--- config.mk ---
export PLATFORM = sky130hd
export DESIGN_NAME = tsv_loop_scan
export DESIGN_NICKNAME = d
export VERILOG_FILES = /design/src/rtl/tsv_loop_pkg.sv /design/src/rtl/tsv_cell_chain.sv /design/src/rtl/tsv_ref_ring.sv /design/src/rtl/tsv_run_ctrl.sv /design/src/rtl/tsv_loop_scan.sv
export SDC_FILE = /design/constraint.sdc
export NUM_CORES = 1
export LEC_CHECK = 0
export CORE_MARGIN = 5
export CORE_UTILIZATION = 45
export CTS_CLUSTER_SIZE = 20
export DETAILED_ROUTE_END_ITERATION = 8
export PLACE_DENSITY = 0.75
export SETUP_SLACK_MARGIN = 0.2
export SLEW_MARGIN = 20
export SYNTH_ARGS = -nofsm -noshare
export SYNTH_HDL_FRONTEND = slang
export SYNTH_HIERARCHICAL = 1
export SYNTH_SLANG_ARGS = --single-unit
--- constraint.sdc ---
create_clock -name clk -period 3.4 [get_ports clk]
set_input_delay 0.51 -clock clk [delete_from_list [all_inputs] [get_ports clk]]
set_output_delay 0.51 -clock clk [all_outputs]
set_load 0.03 [all_outputs]
--- src/rtl/tsv_loop_pkg.sv ---
package tsv_loop_pkg;

    typedef enum logic [1:0] {
        ST_LOAD = 2'd0,
        ST_CIRC = 2'd1,
        ST_DONE = 2'd2
    } run_state_e;

    // tier index of chain position: down leg from top, then up leg from bottom
    function automatic int tier_at(input int pos, input int tiers, input int half);
        if (pos < tiers * half)
            return tiers - 1 - pos / half;
        else
            return (pos - tiers * half) / half;
    endfunction

    // index of the link between pos and pos+1, or -1 when both cells share a tier
    function automatic int link_at(input int pos, input int tiers, input int half);
        int idx;
        idx = 0;
        for (int p = 0; p < 2 * tiers * half - 1; p++) begin
            if (tier_at(p, tiers, half) != tier_at(p + 1, tiers, half)) begin
                if (p == pos) return idx;
                idx++;
            end
        end
        return -1;
    endfunction

endpackage

--- src/rtl/tsv_cell_chain.sv ---
module tsv_cell_chain
    import tsv_loop_pkg::*;
#(
    parameter int TIERS = 3,
    parameter int HALF  = 2,
    parameter int N     = 12,
    parameter int LINKS = 4
) (
    input  logic             clk,
    input  logic             rst_n,
    input  logic             circ_i,
    input  logic             sin_i,
    input  logic [LINKS-1:0] stk0_i,
    input  logic [LINKS-1:0] stk1_i,
    output logic             tail_o
);

    logic [N-1:0] q;
    logic [N-1:0] d_in;

    generate
        for (genvar i = 0; i < N; i++) begin : g_cell
            if (i == 0) begin : g_head
                assign d_in[0] = circ_i ? q[N-1] : sin_i;
            end else begin : g_body
                localparam int LK = link_at(i - 1, TIERS, HALF);
                if (LK >= 0) begin : g_link
                    assign d_in[i] = stk0_i[LK] ? 1'b0 :
                                     stk1_i[LK] ? 1'b1 : q[i-1];
                end else begin : g_wire
                    assign d_in[i] = q[i-1];
                end
            end
        end
    endgenerate

    always_ff @(posedge clk or negedge rst_n) begin
        if (!rst_n) q <= '0;
        else        q <= d_in;
    end

    assign tail_o = q[N-1];

endmodule

--- src/rtl/tsv_ref_ring.sv ---
module tsv_ref_ring #(
    parameter int N = 12
) (
    input  logic clk,
    input  logic rst_n,
    input  logic circ_i,
    input  logic sin_i,
    output logic tail_o
);

    logic [N-1:0] r;

    always_ff @(posedge clk or negedge rst_n) begin
        if (!rst_n) r <= '0;
        else        r <= {r[N-2:0], circ_i ? r[N-1] : sin_i};
    end

    assign tail_o = r[N-1];

endmodule

--- src/rtl/tsv_run_ctrl.sv ---
module tsv_run_ctrl
    import tsv_loop_pkg::*;
#(
    parameter int CNT_W = 16,
    parameter int ERR_W = 8
) (
    input  logic             clk,
    input  logic             rst_n,
    input  logic             mode_i,
    input  logic [CNT_W-1:0] cycles_i,
    input  logic             tail_dut_i,
    input  logic             tail_ref_i,
    output logic [ERR_W-1:0] err_o,
    output logic             pass_o
);

    localparam logic [ERR_W-1:0] ERR_MAX = '1;

    run_state_e       st, st_nx;
    logic [CNT_W:0]   cnt;
    logic [ERR_W-1:0] err;
    logic             last_cmp;

    assign last_cmp = (cnt + 1'b1) >= {1'b0, cycles_i};

    always_comb begin
        st_nx = st;
        unique case (st)
            ST_LOAD: if (mode_i)        st_nx = ST_CIRC;
            ST_CIRC: if (!mode_i)       st_nx = ST_LOAD;
                     else if (last_cmp) st_nx = ST_DONE;
            ST_DONE: if (!mode_i)       st_nx = ST_LOAD;
            default:                    st_nx = ST_LOAD;
        endcase
    end

    always_ff @(posedge clk or negedge rst_n) begin
        if (!rst_n) st <= ST_LOAD;
        else        st <= st_nx;
    end

    always_ff @(posedge clk or negedge rst_n) begin
        if (!rst_n) begin
            cnt <= '0;
            err <= '0;
        end else if (st == ST_LOAD) begin
            cnt <= '0;
            err <= '0;
        end else if (st == ST_CIRC && mode_i) begin
            cnt <= cnt + 1'b1;
            if ((tail_dut_i != tail_ref_i) && (err != ERR_MAX))
                err <= err + 1'b1;
        end
    end

    always_comb begin
        err_o  = err;
        pass_o = (st == ST_DONE) && (err == '0);
    end

endmodule

--- src/rtl/tsv_loop_scan.sv ---
module tsv_loop_scan #(
    parameter int TIERS          = 3,
    parameter int CELLS_PER_TIER = 4,
    parameter int CNT_W          = 16,
    parameter int ERR_W          = 8,
    localparam int LINKS         = 2 * (TIERS - 1)
) (
    input  logic             clk,
    input  logic             rst_n,
    input  logic             mode_i,
    input  logic             sin_i,
    input  logic [CNT_W-1:0] cycles_i,
    input  logic [LINKS-1:0] stk0_i,
    input  logic [LINKS-1:0] stk1_i,
    output logic             cap_o,
    output logic [ERR_W-1:0] err_o,
    output logic             pass_o
);

    localparam int HALF = CELLS_PER_TIER / 2;
    localparam int N    = TIERS * CELLS_PER_TIER;

    logic tail_ref;

    tsv_cell_chain #(.TIERS(TIERS), .HALF(HALF), .N(N), .LINKS(LINKS)) u_chain (
        .clk    (clk),
        .rst_n  (rst_n),
        .circ_i (mode_i),
        .sin_i  (sin_i),
        .stk0_i (stk0_i),
        .stk1_i (stk1_i),
        .tail_o (cap_o)
    );

    tsv_ref_ring #(.N(N)) u_ref (
        .clk    (clk),
        .rst_n  (rst_n),
        .circ_i (mode_i),
        .sin_i  (sin_i),
        .tail_o (tail_ref)
    );

    tsv_run_ctrl #(.CNT_W(CNT_W), .ERR_W(ERR_W)) u_ctrl (
        .clk        (clk),
        .rst_n      (rst_n),
        .mode_i     (mode_i),
        .cycles_i   (cycles_i),
        .tail_dut_i (cap_o),
        .tail_ref_i (tail_ref),
        .err_o      (err_o),
        .pass_o     (pass_o)
    );

endmodule

==> results of run 1 <==
-- cells in the mapped netlist (2+ instances only) --
cell type / number
a41oi_1: 2
a31oi_1: 2
o22ai_1: 2
ha_1: 19
nor2_1: 24
nor4_4: 2
nand4_1: 6
nand2_1: 26
buf_1: 3
xnor2_1: 16
dfrtp_1: 51
o21ba_2: 4
nand3_1: 12
a211o_1: 2
mux2_4: 2
and3b_1: 2
inv_1: 22
or2_2: 2
and2_1: 2
o21ai_0: 21
nand3b_1: 2
o31ai_1: 3
a21oi_1: 10
a211oi_1: 2
clkbuf_1: 2
nor3_1: 3
nand3_2: 2
xor2_1: 7
-- worst max-delay path, delay by kind of cell, from the launching register on --
kind	cells	cell delay (ps)
AO/OA/AOI/OAI	4	930
flip-flops	1	450
AND/OR/NAND/NOR	4	700
adder cells (fa/ha/maj)	2	590
XOR/XNOR	1	160
-- stage by stage --
step,hold WS (ps),utilization [%],setup slack (ps),power [mW]
after floorplan,214.4,-,541.1,0.9429
after global routing,312.5,55.59,207.2,1.528
final,255.7,55.59,475.7,1.432
after global placement,333.8,53.83,541.9,1.071
after CTS,283.2,55.48,387.1,1.449
after detailed placement,335.7,53.83,402.7,1.079
-- state kept, by name, indices dropped and copies added (netlist names) --
name and flops:
u_ctrl/err_o 8, u_ctrl/st 2, u_ctrl/cnt 17, u_chain/q 12, u_ref/r 12
-- power groups by stage --
stage / Clock, mW / Sequential [mW] / Combinational, mW
global route: 0.403 / 0.703 / 0.423
detailed placement: 0 / 0.705 / 0.374
finish: 0.366 / 0.695 / 0.372
floorplan: 0 / 0.703 / 0.240
CTS: 0.378 / 0.695 / 0.375
global placement: 0 / 0.702 / 0.370
-- worst max path at each step --
stage | startpoint | end | slack [ps] | cells past startpoint
6_report | u_ctrl/cnt[0]$_DFFE_PN0P_ | u_ctrl/st[1]$_DFFE_PN0P_ | 480 | 11
5_1_grt | u_ctrl/cnt[0]$_DFFE_PN0P_ | u_ctrl/st[1]$_DFFE_PN0P_ | 210 | 11
4_1_cts | u_ctrl/cnt[0]$_DFFE_PN0P_ | u_ctrl/st[1]$_DFFE_PN0P_ | 390 | 11
3_5_place_dp | u_ctrl/cnt[0]$_DFFE_PN0P_ | u_ctrl/st[1]$_DFFE_PN0P_ | 400 | 11
3_3_place_gp | u_ctrl/cnt[0]$_DFFE_PN0P_ | u_ctrl/st[1]$_DFFE_PN0P_ | 540 | 11
2_1_floorplan | u_ctrl/cnt[0]$_DFFE_PN0P_ | u_ctrl/st[1]$_DFFE_PN0P_ | 540 | 11
-- kinds of logic after synthesis --
family	after synthesis
mux	3
fa+ha+maj	19
simple gates	91
xor+xnor	23
compound gates	54
buf+inv	29
flops	51
-- area by class of cell --
type	count	area [um^2]	share of cell area (%)
Multi-Input combinational cell	190	1326	40.54
Sequential cell	51	1276	39.01
Timing Repair Buffer	41	395.4	12.08
Tap cell	75	93.84	2.868
Inverter	22	82.58	2.524
Clock buffer	5	68.82	2.103
Clock inverter	3	28.78	0.8795
-- routing by layer --
layer / share of wire, % / up-vias / routed length (um) / global-route usage, %
li1: - / 1009 / - / -
met4: 0.59 / 0 / 31 / 4.881
met5: 0 / - / 0 / 0
met3: 3.4 / 2 / 178 / 3.198
met2: 48 / 31 / 2532 / 24.93
met1: 48 / 977 / 2530 / 20.84
==> run metrics, run 1 <==
RR Startpoint=u_ctrl/cnt[0]$_DFFE_PN0P_; period utilization=86.01%; Int Pwr=0.9515 mW; final setup violation count=0; layout cell share with drive strength beyond 1=9.295%; clock buffer depth=2; data arrival time of the worst path=3120 ps; Crit path largest cell delay=450 ps; vias per inst=5.217; post-route ant nets=0; XOR/XNOR share of the synthesized area=7.440%; DP Area=3168 um^2; ys async rst share=100.0%; Worst R2R Path Depth=11; largest family of logic cells by synthesized area=simple AND/OR/NAND/NOR gates; Sw Share=33.57%; Final Max Tran Viols=0; Post-Syn Instances=270; Max Cap Violations=0; Critical Path, Cell by Cell=ha_1 > nand4_1 > nor3_4 > nand3_1 > xnor2_1 > ha_1 > a21o_1 > a211o_1 > a41oi_1 > nand3_1 > a211o_1; outcome=complete, no violations; Post-Synth Adder-Cell Area=8.780%; Critical Path Source Type=flop; Switching Power=0.4809 mW; Antenna Cells=0; r2r endpoint=u_ctrl/st[1]$_DFFE_PN0P_; number of gates resized after cts=0; Remaining DRCs=0; Yosys top cell area share=47.13%; Final HPWL DP=3925 um; CTS Root Cell=clkbuf_8; Worst Max-Slew Pin Slew=879.5 ps; crit end category=flop; largest fanout on the critical path=6; kind of critical path=flop to flop; NumNets Final=358; Netlist cell types=45; Fmax achieved=342.0 MHz; number of synthesized register bits=51; Total GRT Usage=15.42%; first-pass GRT wire length=9370 um; hold crit path type=input port to async pin; FP Rows=28; initial antenna violation count=0; largest net degree at the start of global routing=34; first-pass detailed-route iteration total=4; Reg power frac=48.5%; Yosys top cell by area=dfrtp_1; non-filler cells, final=387; fillers=539; post-route setup TNS=0 ps; Post-synth EDFFs=0; normalized max-slew margin=41.15%; CTS tree=yes; DR vias=2019; die area=7669 um^2; Die Span Y=87.57 um; vias in the first global route=2036; Fin. Hold Viols=0; leading cell types in the layout, fill and taps excluded=dfrtp_1, clkdlybuf4s50_1, nand2_1; sequential area share after synthesis=47.13%; syn_area_per_cell=10.03 um^2; peak supply drop=241.0 uV; Synth area leaders=dfrtp_1, ha_1, xnor2_1, o21ai_0, nand2_1; clock sinks=51; clock-pin slew of the registers on the worst-case setup and hold paths=100 ps; TritonCTS Buffers=5; Period minus WS final=2924 ps; r2r setup slk=480 ps; later-pin clock latency in the skew report=300 ps; Critical Path Slowest Stage Cell=dfrtp_1; Post-CTS Hold Buffers=0; Design Area, Final=3272 um^2; clock group share of total power=25.5%; leakage=1.536 nW; 1st-iter DRT viols=118; I/O Pins=38; pwr/cell area=437.8 nW/um^2; Critical Path RT=3600 ps; Post-CTS Setup Inserts=0; Comb power frac=26.0%; dpl cells=379; Synth Cell Area=2708 um^2; die width=87.57 um; simple-gate share of the synthesized area=17.65%; RSZ-0062 raised after global routing=false; Max Clock Skew=8.699 ps; grt total ovfl=0; area grow syn2layout=20.84%; CTS H-tree lvls=2; core area=5886 um^2; most common cell after layout, fill and taps aside=dfrtp_1; Synth Area in Compound Gates=13.40%; Buffers on Ports=37; RD Place Congestion=0.8788; Synth Warn #=6; Synthesized Nets=317; routed len/inst=13.62 um; Initial Util=46.00%; routed wire length=5272 um; mux cell area share after synthesis=1.479%; most used flip-flop cell after synthesis=dfrtp_1
(Power assumes the default switching activity.)
==> run 2, diff against run 1 <==
GPL_ROUTABILITY_DRIVEN = 0   (was default)
==> results of run 2 <==
The final DEF is identical to that of run 1; final timing and power are the same.
==> run 3, diff against run 2 <==
REMOVE_ABC_BUFFERS = 1   (was default)
==> run metrics, run 3 (same netlist as run 1, synthesis figures left out) <==
Max Clock Skew=6.840 ps; Layout Utilization=55.93%; Comb power frac=26.6%; dpl cells=379; layout cell share with drive strength beyond 1=9.585%; clock sinks=51; Period minus WS final=2991 ps; kind of critical path=flop to flop; outcome=complete, no violations; DP Area=3168 um^2; CTS H-tree lvls=2; Worst Max-Slew Pin Slew=887.0 ps; die width=87.57 um; vias in the first global route=1985; grt total ovfl=0; Die Span Y=87.57 um; TritonCTS Buffers=5; later-pin clock latency in the skew report=310 ps; post-route setup TNS=0 ps; initial antenna violation count=0; I/O Pins=38; register area=1276 um^2; Fmax achieved=334.3 MHz; Critical Path Source Type=flop; max reg flops=17; first-pass GRT wire length=9114 um; non-filler cells, final=388; DR vias=2062; most common cell after layout, fill and taps aside=dfrtp_1; normalized max-slew margin=40.65%; leading cell types in the layout, fill and taps excluded=dfrtp_1, clkdlybuf4s50_1, nand2_1; die area=7669 um^2; largest net degree at the start of global routing=44; clock buffer depth=2; area grow syn2layout=21.58%; CTS Root Cell=clkbuf_8; Total GRT Usage=15.10%; routed wire length=5390 um; RSZ-0062 raised after global routing=false; top flop regs=u_ctrl/cnt (17), u_chain/q (12), u_ref/r (12); Post-CTS Setup Inserts=0; Design Area, Final=3292 um^2; Final HPWL DP=3987 um; vias per inst=5.314; Fin. Hold Viols=0; Max Cap Violations=0; RR Startpoint=u_ctrl/cnt[0]$_DFFE_PN0P_; leakage=1.545 nW; period utilization=87.98%; 1st-iter DRT viols=160; CTS tree=yes; first-pass detailed-route iteration total=6; data arrival time of the worst path=3190 ps; Worst Setup SP=u_ctrl/cnt[0]$_DFFE_PN0P_; Reg with most FFs=u_ctrl/cnt; routed len/inst=13.89 um; Initial Util=46.00%; peak supply drop=212.8 uV; Reg power frac=47.9%; crit end category=flop; Antenna Cells=0; Sw Share=34.02%; NumNets Final=359; hold crit path type=input port to async pin; Remaining DRCs=0; Int Pwr=0.9540 mW; post-route ant nets=0; FP Rows=28; clock group share of total power=25.4%; Final Max Tran Viols=0; pwr/cell area=439.2 nW/um^2; clock-pin slew of the registers on the worst-case setup and hold paths=100 ps; largest fanout on the critical path=6; Buffers on Ports=37; Critical Path RT=3600 ps; fillers=517; area occupied by multi-input gates=1326 um^2; final setup violation count=0; core area=5886 um^2; Switching Power=0.4918 mW
## run 3: timing repair
item                                   CTS  global route
gates resized for setup                  0             1
setup endpoints to repair                0             1
endpoints found under the hold margin    0             0
hold buffers                             0             0
## run 3: through the flow
| step | worst slack (ps) | power (mW) | hold WS, ps |
|---|---|---|---|
| floorplan | 540.2 | 0.9262 | 214.4 |
| global placement | 540.5 | 1.074 | 331.4 |
| detailed placement | 451.6 | 1.083 | 337.0 |
| CTS | 390.5 | 1.456 | 357.6 |
| global route | 234.9 | 1.539 | 64.76 |
| finish | 408.7 | 1.446 | 64.82 |
## run 3: final timing paths
check                      slack (ps)                     endpoint  depth (start not counted)
min in group clk                  360       u_chain/q[3]$_DFF_PN0_                          0
hold / removal                     60    u_ctrl/cnt[6]$_DFFE_PN0P_                          1
setup / recovery                  410     u_ctrl/st[1]$_DFFE_PN0P_                         11
max in group asynchronous        2680  u_ctrl/err_o[1]$_DFFE_PN0P_                          3
setup reg to reg                  410     u_ctrl/st[1]$_DFFE_PN0P_                         11
hold reg to reg                   360       u_chain/q[3]$_DFF_PN0_                          0
## run 3: power by group through the flow
stage | registers [mW] | clock network, mW | logic, mW
CTS | 0.692 | 0.381 | 0.383
floorplan | 0.703 | 0 | 0.223
global route | 0.699 | 0.406 | 0.434
finish | 0.693 | 0.368 | 0.385
detailed placement | 0.703 | 0 | 0.379
global placement | 0.702 | 0 | 0.373
## run 3: area by class of cell
class | instances | share of cell area (%)
Inverter | 22 | 2.509
Clock inverter | 3 | 0.8742
Timing Repair Buffer | 42 | 12.62
Multi-Input combinational cell | 190 | 40.29
Tap cell | 75 | 2.851
Clock buffer | 5 | 2.090
Sequential cell | 51 | 38.77
## run 3: routing by layer
layer,vias to the layer above,wire length (um),track usage (%)
met5,-,0,0
met4,0,81,5.021
met3,10,250,2.916
met2,59,2537,23.77
met1,976,2520,21.01
li1,1017,-,-
## run 3: critical path, cell delays in order (launching register included)
cell,delay [ps]
dfrtp_1,430
ha_1,290
nand4_1,190
nor3_4,300
nand3_1,150
xnor2_1,160
ha_1,290
a21o_1,180
a211o_1,290
a41oi_1,160
nand3_1,130
a211o_1,310
